**src/rtl/evtreg_pkg.sv**
```systemverilog
package evtreg_pkg;

  typedef enum logic [1:0] {
    OP_NONE = 2'd0,
    OP_LOAD = 2'd1,
    OP_SET  = 2'd2,
    OP_CLR  = 2'd3
  } alias_op_t;

  // Next register value for a given alias operation, before events are merged.
  function automatic logic [31:0] alias_next(logic [31:0] cur, alias_op_t op,
                                             logic [31:0] wd);
    case (op)
      OP_LOAD: alias_next = wd;
      OP_SET:  alias_next = cur | wd;
      OP_CLR:  alias_next = cur & ~wd;
      default: alias_next = cur;
    endcase
  endfunction

  // Interrupt request term: any enabled and pending status bit.
  function automatic logic pending_any(logic [15:0] st, logic [15:0] en);
    pending_any = |(st & en);
  endfunction

endpackage

```
**src/rtl/alias_dec.sv**
```systemverilog
module alias_dec
  import evtreg_pkg::*;
#(
  parameter int ADDR_W = 8,
  parameter int BASE   = 'h40
) (
  input  logic [ADDR_W-1:0] addr,
  input  logic              we,
  output logic              hit,
  output alias_op_t         op
);
  localparam logic [ADDR_W-1:0] A_BASE = ADDR_W'(BASE);
  localparam logic [ADDR_W-1:0] A_SET  = ADDR_W'(BASE + 4);
  localparam logic [ADDR_W-1:0] A_CLR  = ADDR_W'(BASE + 8);

  always_comb begin
    hit = (addr == A_BASE) || (addr == A_SET) || (addr == A_CLR);
    op  = OP_NONE;
    if (we) begin
      if (addr == A_BASE)     op = OP_LOAD;
      else if (addr == A_SET) op = OP_SET;
      else if (addr == A_CLR) op = OP_CLR;
    end
  end
endmodule

```
**src/rtl/alias_reg.sv**
```systemverilog
module alias_reg
  import evtreg_pkg::*;
#(
  parameter int W = 16
) (
  input  logic         clk,
  input  logic         rst_n,
  input  alias_op_t    op,
  input  logic [W-1:0] wdata,
  input  logic [W-1:0] evt,
  output logic [W-1:0] q
);
  // Events are ORed after the alias operation, so a set beats a clear.
  always_ff @(posedge clk) begin
    if (!rst_n) q <= '0;
    else        q <= W'(alias_next(32'(q), op, 32'(wdata))) | evt;
  end
endmodule

```
**src/rtl/irq_gen.sv**
```systemverilog
module irq_gen
  import evtreg_pkg::*;
#(
  parameter int NUM_EVT = 8
) (
  input  logic               clk,
  input  logic               rst_n,
  input  logic [NUM_EVT-1:0] status,
  input  logic [NUM_EVT-1:0] enable,
  output logic               irq
);
  always_ff @(posedge clk) begin
    if (!rst_n) irq <= 1'b0;
    else        irq <= pending_any(16'(status), 16'(enable));
  end
endmodule

```
**src/rtl/evt_irq_regbank.sv**
```systemverilog
module evt_irq_regbank
  import evtreg_pkg::*;
#(
  parameter int ADDR_W    = 8,
  parameter int NUM_EVT   = 8,
  parameter int EVT_BASE  = 'h40,
  parameter int QCTL_BASE = 'h60,
  parameter int RUN_BIT   = 5,
  parameter int QMODE_BIT = 2
) (
  input  logic               clk,
  input  logic               rst_n,
  input  logic [ADDR_W-1:0]  reg_addr,
  input  logic               reg_we,
  input  logic [31:0]        reg_wdata,
  output logic [31:0]        reg_rdata,
  input  logic [NUM_EVT-1:0] evt_pulse,
  output logic               irq_o,
  output logic               queue_run_o,
  output logic               queue_mode_o
);
  localparam int EVT_W = 2 * NUM_EVT;

  // Named internal events for the checker.
  alias_op_t          evt_op;
  alias_op_t          qctl_op;
  logic               evt_hit;
  logic               qctl_hit;
  logic [EVT_W-1:0]   evt_q;
  logic [31:0]        qctl_q;
  logic [NUM_EVT-1:0] status_q;
  logic [NUM_EVT-1:0] enable_q;

  alias_dec #(.ADDR_W(ADDR_W), .BASE(EVT_BASE)) u_dec_evt (
    .addr(reg_addr), .we(reg_we), .hit(evt_hit), .op(evt_op)
  );

  alias_dec #(.ADDR_W(ADDR_W), .BASE(QCTL_BASE)) u_dec_qctl (
    .addr(reg_addr), .we(reg_we), .hit(qctl_hit), .op(qctl_op)
  );

  alias_reg #(.W(EVT_W)) u_evt_reg (
    .clk(clk), .rst_n(rst_n), .op(evt_op),
    .wdata(reg_wdata[EVT_W-1:0]), .evt(EVT_W'(evt_pulse)), .q(evt_q)
  );

  alias_reg #(.W(32)) u_qctl_reg (
    .clk(clk), .rst_n(rst_n), .op(qctl_op),
    .wdata(reg_wdata), .evt('0), .q(qctl_q)
  );

  assign status_q = evt_q[NUM_EVT-1:0];
  assign enable_q = evt_q[EVT_W-1:NUM_EVT];

  irq_gen #(.NUM_EVT(NUM_EVT)) u_irq (
    .clk(clk), .rst_n(rst_n), .status(status_q), .enable(enable_q), .irq(irq_o)
  );

  always_comb begin
    if (evt_hit)       reg_rdata = 32'(evt_q);
    else if (qctl_hit) reg_rdata = qctl_q;
    else               reg_rdata = '0;
  end

  assign queue_run_o  = qctl_q[RUN_BIT];
  assign queue_mode_o = qctl_q[QMODE_BIT];
endmodule

```
**config.mk**
```make
export PLATFORM = sky130hd
export DESIGN_NAME = evt_irq_regbank
export DESIGN_NICKNAME = d
export VERILOG_FILES = /design/src/rtl/evtreg_pkg.sv /design/src/rtl/alias_dec.sv /design/src/rtl/alias_reg.sv /design/src/rtl/irq_gen.sv /design/src/rtl/evt_irq_regbank.sv
export SDC_FILE = /design/constraint.sdc
export NUM_CORES = 1
export LEC_CHECK = 0
export ABC_CLOCK_PERIOD_IN_PS = 3800
export CORE_MARGIN = 8
export CORE_UTILIZATION = 46
export DETAILED_ROUTE_END_ITERATION = 16
export GPL_ROUTABILITY_DRIVEN = 0
export GPL_TIMING_DRIVEN = 0
export PLACE_DENSITY = 0.85
export SLEW_MARGIN = 40
export SYNTH_ARGS = -nofsm -noshare
export SYNTH_HDL_FRONTEND = slang
export SYNTH_SLANG_ARGS = --single-unit
```
**constraint.sdc**
```tcl
create_clock -name clk -period 3.8 [get_ports clk]
set_input_delay 1.14 -clock clk [delete_from_list [all_inputs] [get_ports clk]]
set_output_delay 1.14 -clock clk [all_outputs]
set_load 0.005 [all_outputs]
```
Word-level counts from Yosys, hierarchy flattened

Index checks and enable logic that the tools add are counted.

Flip-flop bits (word level): 49

Eq/ne operators: 12
Muxes and demuxes: 13
Bitwise gates (word level): 8
Reduce and logical (&&, ||, !) cells: 6

Operators with widths:

| operator                                       | number |
|---|---|
| one-hot mux 32 bit (3 select lines)            | 1 |
| 2-to-1 mux 32 bit                              | 2 |
| == test 8 x 7 -> 1 bit (second input constant) | 6 |
| one-hot mux 16 bit (3 select lines)            | 1 |
| AND 32 bit                                     | 1 |
| inverter 32 bit                                | 1 |
| OR 32 bit                                      | 1 |
| AND 16 bit                                     | 1 |
| 2-to-1 mux 16 bit                              | 1 |
| 2-to-1 mux 2 bit                               | 8 |
| inverter 16 bit                                | 1 |
| OR 16 bit                                      | 1 |
| OR 16 x 8 -> 16 bit                            | 1 |
| OR reduction 16 bit                            | 1 |
| AND 8 bit                                      | 1 |
| == test 2 bit (second input constant)          | 4 |
| == test 2 x 1 -> 1 bit (second input constant) | 2 |
| logical OR 1 bit                               | 4 |
| nonzero test 3 bit                             | 1 |

Longest topological paths before layout

Word-level depth: 9
Depth in mapped cells: 6
Gate-level depth less buffers: 3

By module

Synthesis repeated with hierarchy kept, for this count alone.

Cells, all modules: 370
Area, all modules: 3,339.5 µm²

Modules (own cells, without submodules):

| module                  | instances | cells each | area an instance (µm²) | sequential area each (µm²) |
|---|---|---|---|---|
| alias_reg at u_qctl_reg | 1         | 207        | 1,885.6                | 640.6 |
| alias_reg at u_evt_reg  | 1         | 103        | 933.4                  | 320.3 |
| evt_irq_regbank         | 1         | 39         | 320.3                  | 0.0 |
| alias_dec at u_dec_qctl | 1         | 7          | 81.3                   | 0.0 |
| irq_gen                 | 1         | 7          | 62.6                   | 20.0 |
| alias_dec at u_dec_evt  | 1         | 7          | 56.3                   | 0.0 |

Worst setup path before layout

OpenSTA, ideal clock, no wires.

Kind: input to output
Start: in reg_addr[4]
End: out reg_rdata[10]
Arrival time: 2.359 ns
Path slack: 0.301 ns
Cell stages on the path: 5
Path buffers: 2
Path through: or4b_4 -> buf_6 -> nor2_2 -> buf_2 -> a22o_1

Cells in the longest elaborated chain, start to end: 5
Elaborated cells on any way between the ends: 12
Those cells by class: eq/ne: 6; mux: 2; reduce/logical: 4

RTL lines:

| element                       | RTL line              | source |
|---|---|---|
| from (decl)                   | evt_irq_regbank.sv:13 | `input logic [ADDR_W-1:0] reg_addr,` |
| == test 8 x 7 -> 1 bit        | alias_dec.sv:17       | `hit = (addr == A_BASE) \|\| (addr == A_SET) \|\| (addr == A_CLR);` |
| logical OR 1 bit (2 in a row) | alias_dec.sv:17       |  |
| 2-to-1 mux 32 bit             | evt_irq_regbank.sv:61 | `else if (qctl_hit) reg_rdata = qctl_q;` |
| 2-to-1 mux 32 bit *           | evt_irq_regbank.sv:60 | `if (evt_hit) reg_rdata = 32'(evt_q);` |
| to (decl)                     | evt_irq_regbank.sv:16 | `output logic [31:0] reg_rdata,` |

Mark *: on every way between the ends. The rest lies on a longest branch, timed or not.

Worst setup path in the final report

Start: in reg_addr[6]
End: out reg_rdata[14]

Same word-level chain as after synthesis.

==> flow_metrics.tcl <==
set metrics [dict create \
    wl_mm 9.66 \
    finalSetupTns_ns 0 \
    drive_above_1_share_pct 12.6 \
    hold_end "u_qctl_reg.q[30]$_SDFFE_PN0P_" \
    max_freq_mhz 266 \
    hold_class "flop to flop" \
    ant_nets 0 \
    crit_family "simple AND/OR/NAND/NOR gates" \
    synth_area_leaders "dfxtp_1 37%, a2111oi_0 13%, o2bb2ai_1 10%, nand2_1 5.5%, a22o_1 5.2%" \
    drv_slew 0 \
    final.fill_count 435 \
    grt_setup_unrepaired "no" \
    grt_pass1_wl_mm 15.7 \
    clock-skew-final_ns 0.0109 \
    post-route-period-util_pct 99.1 \
    critPathKind "primary input to primary output" \
    synth_top_cell_by_area "dfxtp_1" \
    total_power_mw 1.07 \
    clk_pin_slew_ns 0.09 \
    dp_slack_ns -0.928 \
    io-pin-count 86 \
    grt_pass1_vias 3214 \
    ys_seq_area_share_pct 36.7 \
    finalWorstSetupSlack_ns 0.0344 \
    reg2reg_slack_ns 2.90 \
    worst_pin_slew_ns 0.809 \
    leakagePower_nw 1.52 \
    num_antenna_cells 0 \
    max-cap-violations 0 \
    synth_cell_types 30 \
    grt_overflow_total 0 \
    multiInputGateArea_um2 1470 \
    cp_data_arrival_time_ns 2.63 \
    first_pass_iters 6 \
    rows 27 \
    synth_area_per_cell_um2 8.58 \
    clock_latency_ns 0.32 \
    slew_headroom_pct 45.5 \
    post_drt_via_cell_ratio 6.36 \
    end_kind "primary output" \
    fin_crit_ns 3.77 \
    core_area_um2 5570 \
    syn_inst 312 \
    remaining_drc_errors 0 \
    cts_buffers 5 \
    min_from "u_qctl_reg.q[30]$_SDFFE_PN0P_" \
    clk_path_buf_depth 2 \
    grt_max_degree 17 \
    drt-wirelength-per-cell_um 19.7 \
    syn_to_final_growth_pct 44.0 \
    hold_violations 0 \
    cp_max_fo 4 \
    r2r-end "u_irq.irq$_SDFF_PN0_" \
    die_x_um 92.3 \
    setup_viol 0 \
    ff2ff_path_depth 2 \
    crit_buf_inv 4 \
    clock-sinks 49 \
    ys_ff_latch 49 \
    cts-root-buf "clkbuf_8" \
    synth_top_area_share_pct 36.7 \
    start_util_pct 48.0 \
    num_vias 3124 \
    dieArea_um2 8510 \
    cts_tree "yes" \
    seqCellArea_um2 981 \
    dp_hpwl_mm 6.73 \
    powerDensity_nw_per_um2 278 \
    r2r-start "u_evt_reg.q[15]$_SDFFE_PN0P_" \
    grt_util_all_layers_pct 22.1 \
    drt_iter0_drc 314 \
    min_path_cells 2 \
    slowest_delay_ns 0.50 \
    ir_drop_mv 0.209 \
    outcome "finished, final reports clean" \
    port_buffers 83 \
    slowest_stage "or4b_4" \
    die_y_um 92.3 \
    antenna_found_initial 0 \
    yosysWarningCount 0 \
    syn_nets 363 \
    cp-start-kind "primary input" \
    crit_chain "clkdlybuf4s15_2 -> or4b_4 -> nor2_4 -> buf_6 -> buf_4 -> a22o_1 -> clkdlybuf4s15_1" \
    syn_area_um2 2680 \
    num-nets-final 469 \
    required_ns 2.66 \
    htree_levels 2 \
]
==> layout by cell type, fill, tap and decap left out, drive strengths merged, types with 2 or more instances in the layout <==
| cell type | synthesis | final |
|---|---|---|
| nand2 | 39 | 39 |
| o22ai | 8 | 8 |
| a211oi | 2 | 2 |
| o2bb2ai | 32 | 32 |
| a22o | 16 | 16 |
| or4 | 2 | 2 |
| a2111oi | 40 | 40 |
| buf | 5 | 29 |
| o32ai | 6 | 6 |
| nor4b | 2 | 2 |
| inv | 33 | 33 |
| clkdlybuf4s15 | 0 | 5 |
| dfxtp | 49 | 49 |
| o41ai | 9 | 9 |
| and2 | 16 | 16 |
| clkdlybuf4s50 | 0 | 45 |
| dlygate4sd2 | 0 | 18 |
| a22oi | 4 | 4 |
| nor2 | 2 | 2 |
| a31oi | 10 | 10 |
| clkbuf | 30 | 38 |
| dlymetal6s2s | 0 | 4 |
==> cells by family (layout without fill, tap and decap cells) <==
kind of cell / after synthesis / after routing / synth area share (%)
xor+xnor: 1 / 1 / 0.327
flops: 49 / 49 / 36.7
simple gates: 65 / 65 / 12.5
buf+inv: 68 / 175 / 9.96
compound gates: 129 / 129 / 40.5
==> tightest hold or removal path, stage by stage (launching register included) <==
cell       delay (ns)
dfxtp_1          0.31
nand2_1          0.05
o2bb2ai_1        0.06
==> final cells by class <==
cell class	instances	share of cell area, %
multi-input combinational	195	38.0
sequential	49	25.4
timing repair buffer	100	23.6
buffer	34	4.38
inverter	33	3.21
tap	72	2.34
clock buffer	5	1.79
clock inverter	3	1.20
==> what timing repair did <==
item                                    4_1_cts  5_1_grt
resized for setup                            80       20
setup buffers                                15        1
gates cloned                                  1        0
pin swaps                                     6        5
endpoints found under the hold margin         0        0
hold buffers                                  0        0
endpoints found under the setup margin       32       19
==> sequential cells by signal, summed over array words and instances (netlist names) <==
register / cells
u_irq.irq: 1
u_evt_reg.q: 16
u_qctl_reg.q: 32
==> per-stage QoR <==
| step | util (%) | std cells | cell area [um2] | hold slack (ns) |
|---|---|---|---|---|
| final | 69.2 | 491 | 3850 | 0.458 |
| after global routing | 69.2 | 491 | 3850 | 0.493 |
| after CTS | 68.9 | 490 | 3840 | 0.461 |
| after detailed placement | 64.5 | 467 | 3600 | 0.448 |
| after global placement | 64.5 | 467 | 3600 | 0.444 |
| after floorplan | - | 312 | 2680 | 0.425 |
==> synth_stat cells (all sizes together) <==
cell type  count
clkbuf        30
and2          16
xnor2          1
nand2         39
a31oi         10
a41oi          1
or3b           1
a211oi         2
a211o          1
o22ai          8
dfxtp         49
inv           33
nand4bb        1
nor4b          2
nor4           1
o2bb2ai       32
or4            2
o41ai          9
nor2           2
or4b           1
a22oi          4
buf            5
a2111oi       40
o32ai          6
a22o          16
==> power by group <==
group          total (mW)  internal, mW  switching (mW)
clock network       0.393         0.197           0.195
registers           0.531         0.522         0.00863
logic               0.149        0.0683          0.0810
total                1.07         0.788           0.285
==> metal layers <==
metal,vias up,share of wire [%],track usage (%)
met1,1459,41,26.3
met3,41,8.9,5.79
met5,-,0,0
li1,1423,-,-
met2,201,47,36.7
met4,0,2.8,9.26
==> how the worst max path moves through the flow <==
stage / from / to / slack (ns) / cells past startpoint
detailed placement: reg_addr[7] / reg_rdata[7] / -0.93 / 6
global route: reg_addr[1] / reg_rdata[7] / 0.001 / 9
global placement: reg_addr[4] / reg_rdata[7] / -0.90 / 7
finish: reg_addr[6] / reg_rdata[14] / 0.03 / 7
CTS: reg_addr[4] / reg_rdata[11] / 0.0002 / 7
floorplan: reg_addr[4] / reg_rdata[10] / 0.30 / 5
Power figures use the tool's default switching activity.
